<file path="src/rtl/a2c_pkg.sv">
package a2c_pkg;

  typedef enum logic {
    ST_LOOK = 1'b0,
    ST_FILL = 1'b1
  } a2c_state_t;

  // Victim way: first invalid way (way 0 first), otherwise the LRU way.
  function automatic logic pick_victim(input logic v0, input logic v1, input logic lru);
    logic w;
    if (!v0)      w = 1'b0;
    else if (!v1) w = 1'b1;
    else          w = lru;
    return w;
  endfunction

  // Recency value after touching a way: point at the other way.
  function automatic logic lru_after(input logic touched_way);
    return ~touched_way;
  endfunction

endpackage

</file>
<file path="src/rtl/a2c_way_bank.sv">
module a2c_way_bank #(
  parameter int SETS   = 4,
  parameter int SET_W  = 2,
  parameter int TAG_W  = 28,
  parameter int DATA_W = 32
) (
  input  logic              clk,
  input  logic              rst_n,
  input  logic [SET_W-1:0]  rd_set,
  input  logic              wr_en,
  input  logic [SET_W-1:0]  wr_set,
  input  logic [TAG_W-1:0]  wr_tag,
  input  logic [DATA_W-1:0] wr_data,
  output logic              rd_valid,
  output logic [TAG_W-1:0]  rd_tag,
  output logic [DATA_W-1:0] rd_data,
  output logic [SETS-1:0]   valid_vec
);

  logic [SETS-1:0]   valid_q;
  logic [TAG_W-1:0]  tag_q  [SETS];
  logic [DATA_W-1:0] data_q [SETS];

  always_ff @(posedge clk or negedge rst_n) begin
    if (!rst_n)     valid_q <= '0;
    else if (wr_en) valid_q[wr_set] <= 1'b1;
  end

  always_ff @(posedge clk) begin
    if (wr_en) begin
      tag_q[wr_set]  <= wr_tag;
      data_q[wr_set] <= wr_data;
    end
  end

  assign rd_valid  = valid_q[rd_set];
  assign rd_tag    = tag_q[rd_set];
  assign rd_data   = data_q[rd_set];
  assign valid_vec = valid_q;

endmodule

</file>
<file path="src/rtl/a2c_tag_match.sv">
module a2c_tag_match #(
  parameter int TAG_W = 28
) (
  input  logic             entry_valid,
  input  logic [TAG_W-1:0] entry_tag,
  input  logic [TAG_W-1:0] probe_tag,
  output logic             match
);

  assign match = entry_valid && (entry_tag == probe_tag);

endmodule

</file>
<file path="src/rtl/a2c_lru_bits.sv">
module a2c_lru_bits #(
  parameter int SETS  = 4,
  parameter int SET_W = 2
) (
  input  logic             clk,
  input  logic             rst_n,
  input  logic             touch_en,
  input  logic [SET_W-1:0] touch_set,
  input  logic             touch_way,
  input  logic [SET_W-1:0] rd_set,
  output logic             lru_way,
  output logic [SETS-1:0]  lru_vec
);
  import a2c_pkg::*;

  logic [SETS-1:0] lru_q;

  always_ff @(posedge clk or negedge rst_n) begin
    if (!rst_n)        lru_q <= '0;
    else if (touch_en) lru_q[touch_set] <= lru_after(touch_way);
  end

  assign lru_way = lru_q[rd_set];
  assign lru_vec = lru_q;

endmodule

</file>
<file path="src/rtl/assoc2_rd_cache.sv">
module assoc2_rd_cache #(
  parameter int ADDR_W = 32,
  parameter int DATA_W = 32,
  parameter int OFS_W  = 2,
  parameter int SETS   = 4
) (
  input  logic              clk,
  input  logic              rst_n,
  input  logic              cpu_req,
  input  logic [ADDR_W-1:0] cpu_addr,
  output logic [DATA_W-1:0] cpu_rdata,
  output logic              cpu_hit,
  output logic              cpu_stall,
  output logic              mem_req,
  output logic [ADDR_W-1:0] mem_addr,
  input  logic              mem_valid,
  input  logic [DATA_W-1:0] mem_rdata
);
  import a2c_pkg::*;

  localparam int WAYS  = 2;
  localparam int SET_W = $clog2(SETS);
  localparam int TAG_W = ADDR_W - OFS_W - SET_W;
  localparam int LA_W  = ADDR_W - OFS_W;

  // Lookup fields of the incoming address
  logic [SET_W-1:0] set_idx;
  logic [TAG_W-1:0] probe_tag;
  assign set_idx   = cpu_addr[OFS_W +: SET_W];
  assign probe_tag = cpu_addr[ADDR_W-1 -: TAG_W];

  // Controller state
  a2c_state_t       state_q;
  logic [LA_W-1:0]  fill_la_q;
  logic             victim_q;
  logic [SET_W-1:0] fill_set;
  logic [TAG_W-1:0] fill_tag;
  assign fill_set = fill_la_q[SET_W-1:0];
  assign fill_tag = fill_la_q[LA_W-1 -: TAG_W];

  // Named events for checks
  logic             in_look;
  logic             hit_any;
  logic             hit_way;
  logic             evt_hit;
  logic             evt_miss;
  logic             evt_fill;
  logic             lru_cur;
  logic             victim_now;
  logic [SETS-1:0]  lru_vec;

  logic [WAYS-1:0]   way_hit;
  logic [WAYS-1:0]   way_valid;
  logic [TAG_W-1:0]  way_tag  [WAYS];
  logic [DATA_W-1:0] way_data [WAYS];
  logic [SETS-1:0]   way_vvec [WAYS];

  for (genvar w = 0; w < WAYS; w++) begin : g_way
    logic wr_this;
    assign wr_this = evt_fill && (victim_q == w[0]);

    a2c_way_bank #(
      .SETS(SETS), .SET_W(SET_W), .TAG_W(TAG_W), .DATA_W(DATA_W)
    ) u_bank (
      .clk      (clk),
      .rst_n    (rst_n),
      .rd_set   (set_idx),
      .wr_en    (wr_this),
      .wr_set   (fill_set),
      .wr_tag   (fill_tag),
      .wr_data  (mem_rdata),
      .rd_valid (way_valid[w]),
      .rd_tag   (way_tag[w]),
      .rd_data  (way_data[w]),
      .valid_vec(way_vvec[w])
    );

    a2c_tag_match #(.TAG_W(TAG_W)) u_match (
      .entry_valid(way_valid[w]),
      .entry_tag  (way_tag[w]),
      .probe_tag  (probe_tag),
      .match      (way_hit[w])
    );
  end

  assign in_look  = (state_q == ST_LOOK);
  assign hit_any  = |way_hit;
  assign hit_way  = way_hit[1];
  assign evt_hit  = in_look && cpu_req && hit_any;
  assign evt_miss = in_look && cpu_req && !hit_any;
  assign evt_fill = !in_look && mem_valid;

  a2c_lru_bits #(.SETS(SETS), .SET_W(SET_W)) u_lru (
    .clk      (clk),
    .rst_n    (rst_n),
    .touch_en (evt_hit || evt_fill),
    .touch_set(evt_fill ? fill_set : set_idx),
    .touch_way(evt_fill ? victim_q : hit_way),
    .rd_set   (set_idx),
    .lru_way  (lru_cur),
    .lru_vec  (lru_vec)
  );

  assign victim_now = pick_victim(way_valid[0], way_valid[1], lru_cur);

  always_ff @(posedge clk or negedge rst_n) begin
    if (!rst_n) begin
      state_q   <= ST_LOOK;
      fill_la_q <= '0;
      victim_q  <= 1'b0;
    end else if (evt_miss) begin
      state_q   <= ST_FILL;
      fill_la_q <= cpu_addr[ADDR_W-1:OFS_W];
      victim_q  <= victim_now;
    end else if (evt_fill) begin
      state_q   <= ST_LOOK;
    end
  end

  assign cpu_rdata = hit_way ? way_data[1] : way_data[0];
  assign cpu_hit   = evt_hit;
  assign cpu_stall = evt_miss || !in_look;
  assign mem_req   = !in_look;
  assign mem_addr  = {fill_la_q, {OFS_W{1'b0}}};

endmodule

</file>
<file path="config.mk">
export PLATFORM = sky130hd
export DESIGN_NAME = assoc2_rd_cache
export DESIGN_NICKNAME = d
export VERILOG_FILES = /design/src/rtl/a2c_pkg.sv /design/src/rtl/a2c_way_bank.sv /design/src/rtl/a2c_tag_match.sv /design/src/rtl/a2c_lru_bits.sv /design/src/rtl/assoc2_rd_cache.sv
export SDC_FILE = /design/constraint.sdc
export NUM_CORES = 1
export LEC_CHECK = 0
export BUFFER_PORTS_ARGS = -buffer_cell sky130_fd_sc_hd__buf_4
export CAP_MARGIN = 20
export CORE_ASPECT_RATIO = 0.8
export CORE_MARGIN = 2
export CORE_UTILIZATION = 63
export CTS_CLUSTER_SIZE = 10
export DETAILED_ROUTE_END_ITERATION = 8
export PLACE_DENSITY = 0.91
export SLEW_MARGIN = 0
export SYNTH_ARGS = -nofsm -noshare
export SYNTH_HDL_FRONTEND = slang
export SYNTH_SLANG_ARGS = --single-unit
export TNS_END_PERCENT = 50
</file>
<file path="constraint.sdc">
create_clock -name clk -period 22.4 [get_ports clk]
set_input_delay 0 -clock clk [delete_from_list [all_inputs] [get_ports clk]]
set_output_delay 0 -clock clk [all_outputs]
set_load 0.05 [all_outputs]
</file>
==> out/metrics.csv <==
metric,value,unit
dieHeight,166,µm
status,completed,
cts.sinks,524,
rsz0062_at_grt,no,
worstPathBufferInverterCount,5,
h-tree-depth,2,
rows,59,
syn-cell-area,20600,µm²
async_flop_share,0.0840,
avgSynthCellArea,21.5,µm²
drtPass1Iterations,5,
path_max_fanout,56,
synth_edf_count,480,
track_usage,0.263,
route.detailed.drc,0,
ys_warn_count,0,
routedWlPerCell,26.3,µm
ir_worst_vdd,74.3,µV
crit_path_end_kind,output port,
tightest_slew,1.08,ns
clk_root_buffer_cell,clkbuf_16,
hp-class,in -> async,
muxShareOfSynthArea,0.173,
wl,43.6,mm
power.density,96.3,nW/µm²
fillCellCount,1736,
ctsResizeCount,0,
syn_inst,959,
cp_common_cell,buf_4,
crit_type,in -> out,
synth_xor_area_frac,0.0196,
start_kind,input pin,
min_period_over_period,0.227,
gp_congestion,0.916,
synth_top_family_by_area,multiplexers,
setup_violations,0,
dr.first_iter.drc_count,1063,
clk_path_buf_depth,3,
hold_viol,0,
yosys.area_share.simple,0.0161,
ys_ff_latch,524,
dieArea,34200,µm²
p_leak,0.00826,µW
yosysSeqAreaShare,0.753,
drive_above_1_share,0.320,
cp.arrival,5.10,ns
synthToLayoutAreaGrowth,18.1,%
via_per_inst,6.29,
setup_tns,0,ns
clock_skew,0.0181,ns
slowest_delay,0.91,ns
initial_core_util,0.637,
synth_compound_area_frac,0.0234,
ioPinCount,135,
final_nets,1251,
portBuffers,130,
core,32300,µm²
antenna_left,0,
clk_latency,0.57,ns
slowest_stage,buf_4,
synth_cell_types,54,
fmax,196,MHz
cap_violations,0,
num_vias,10400,
grt_pass1_wl,66.1,mm
drv_slew,0,
cts_tree,done,
holdWs,0.00290,ns
grt_max_degree,63,
antenna_found_initial,0,
cts_setup_buffers,0,
slew_headroom,0.277,
synthFlopType,edfxtp_1,
antenna_cells,0,
critPathRequiredTime,22.40,ns
grt_pass1_vias,11000,
dpl.hpwl,24.1,mm
synth_fa_ha_area_frac,0,
period_needed,5.10,ns
grt_overflow,0,
numCtsBuffers,58,
cp_top_family,buffers and inverters,
die_w,206,µm
clk_pin_slew,0.05,ns
cp_cell_sequence,"buf_8, buf_4, buf_4, mux4_2, xnor2_1, nand4_1, or4_4, nor2_4, buf_4, mux2_2, buf_4",
## Yosys cell counts (7+ instances only)
master / instances / area, µm²
xnor2_1: 33 / 289
clkbuf_1: 20 / 75.1
mux4_2: 100 / 2250
edfxtp_1: 480 / 14400
buf_4: 9 / 67.6
dfrtp_1: 44 / 1100
xor2_1: 13 / 114
nand2_1: 7 / 26.3
nand4_1: 7 / 43.8
mux2_4: 30 / 450
or2_2: 9 / 56.3
mux2_2: 33 / 372
buf_6: 9 / 101
nor3_1: 10 / 50.1
o21ai_0: 11 / 55.1
a21oi_1: 10 / 50.1
mux2i_1: 48 / 480
## power by group
| part | internal [µW] | switching [µW] | total [µW] |
|---|---|---|---|
| clock network | 491 | 350 | 841 |
| registers | 1160 | 51.0 | 1210 |
| logic | 115 | 176 | 290 |
| total | 1770 | 576 | 2340 |
## area by class of cell
class,count,area [µm²],area share
flip-flops and latches,524,15500,0.638
well taps,427,534,0.0220
clock inverters,2,17.5,0.000720
repair buffers,211,1750,0.0720
inverters,5,18.8,0.000772
multi-input cells,383,4840,0.199
clock buffers,105,1650,0.0678
## sequential cells by signal (all words and copies together) (netlist names)
signal	flops
g_way.u_bank.data_q	256
mem_req	1
fill_la_q	30
victim_q	1
g_way.u_bank.tag_q	224
u_lru.lru_vec	4
g_way.u_bank.valid_vec	8
## layout by cell type, fill, tap and decap left out, types with 3 or more instances in the layout
cell           instances
inv_1                  5
a311o_1                3
buf_4                146
dfrtp_1               44
o31ai_1                3
mux4_2               100
nand3_1                3
o22ai_1                3
nand2_1                7
o2111ai_1              4
a211oi_1               3
nand4_1                7
o21ai_0               11
or2_2                  9
nor4_1                 3
nor3_1                 6
and3_1                 3
nor2_1                 3
mux2i_1               48
xnor2_1               33
clkbuf_16             59
o2bb2ai_1              3
mux2_4                30
edfxtp_1             480
nor2_4                 5
nor3_2                 4
dlygate4sd3_1         64
a22oi_1                4
mux2_2                33
a21oi_1               10
clkbuf_1              46
xor2_1                13
## through the flow
step	worst slack, ns	utilization	instance area (µm²)	cells	total power [µW]
floorplan	14.94	-	20600	960	1410
global placement	17.09	0.681	22000	1486	1500
detailed placement	16.97	0.681	22000	1486	1510
CTS	17.24	0.752	24300	1657	2350
global route	16.93	0.752	24300	1657	2420
finish	17.30	0.752	24300	1657	2340
## layer usage
metal	global-route usage	wire, µm	vias up
met1	0.393	17600	5394
met5	0	0	-
met3	0.0502	3700	86
li1	-	-	4398
met4	0.0755	1010	0
met2	0.407	21300	540
## final timing paths
| path | slack (ns) | startpoint | to | cells after the start |
|---|---|---|---|---|
| min in group clk | 0.08 | cpu_addr[2] | fill_la_q[0] | 2 |
| max reg2reg | 18.88 | g_way[0].u_bank.tag_q[3][5] | fill_la_q[10] | 9 |
| max in group asynchronous | 21.95 | rst_n | fill_la_q[10] | 2 |
| min | 0.003 | rst_n | fill_la_q[16] | 2 |
| max | 17.30 | cpu_addr[2] | cpu_rdata[4] | 11 |
| min reg2reg | 0.46 | g_way[1].u_bank.valid_vec[2] | g_way[1].u_bank.valid_vec[2] | 1 |
## cells by family after synthesis
| kind of cell | Yosys count |
|---|---|
| buffers and inverters | 53 |
| XOR/XNOR | 46 |
| AND/OR/NAND/NOR | 60 |
| AO/OA/AOI/OAI | 64 |
| flip-flops | 524 |
| other | 1 |
| multiplexers | 211 |
## what timing repair did
item,CTS,global route
endpoints found under the setup margin,0,0
hold buffers,64,0
endpoints found under the hold margin,330,0
No activity file was read; power rests on OpenSTA's default activity.
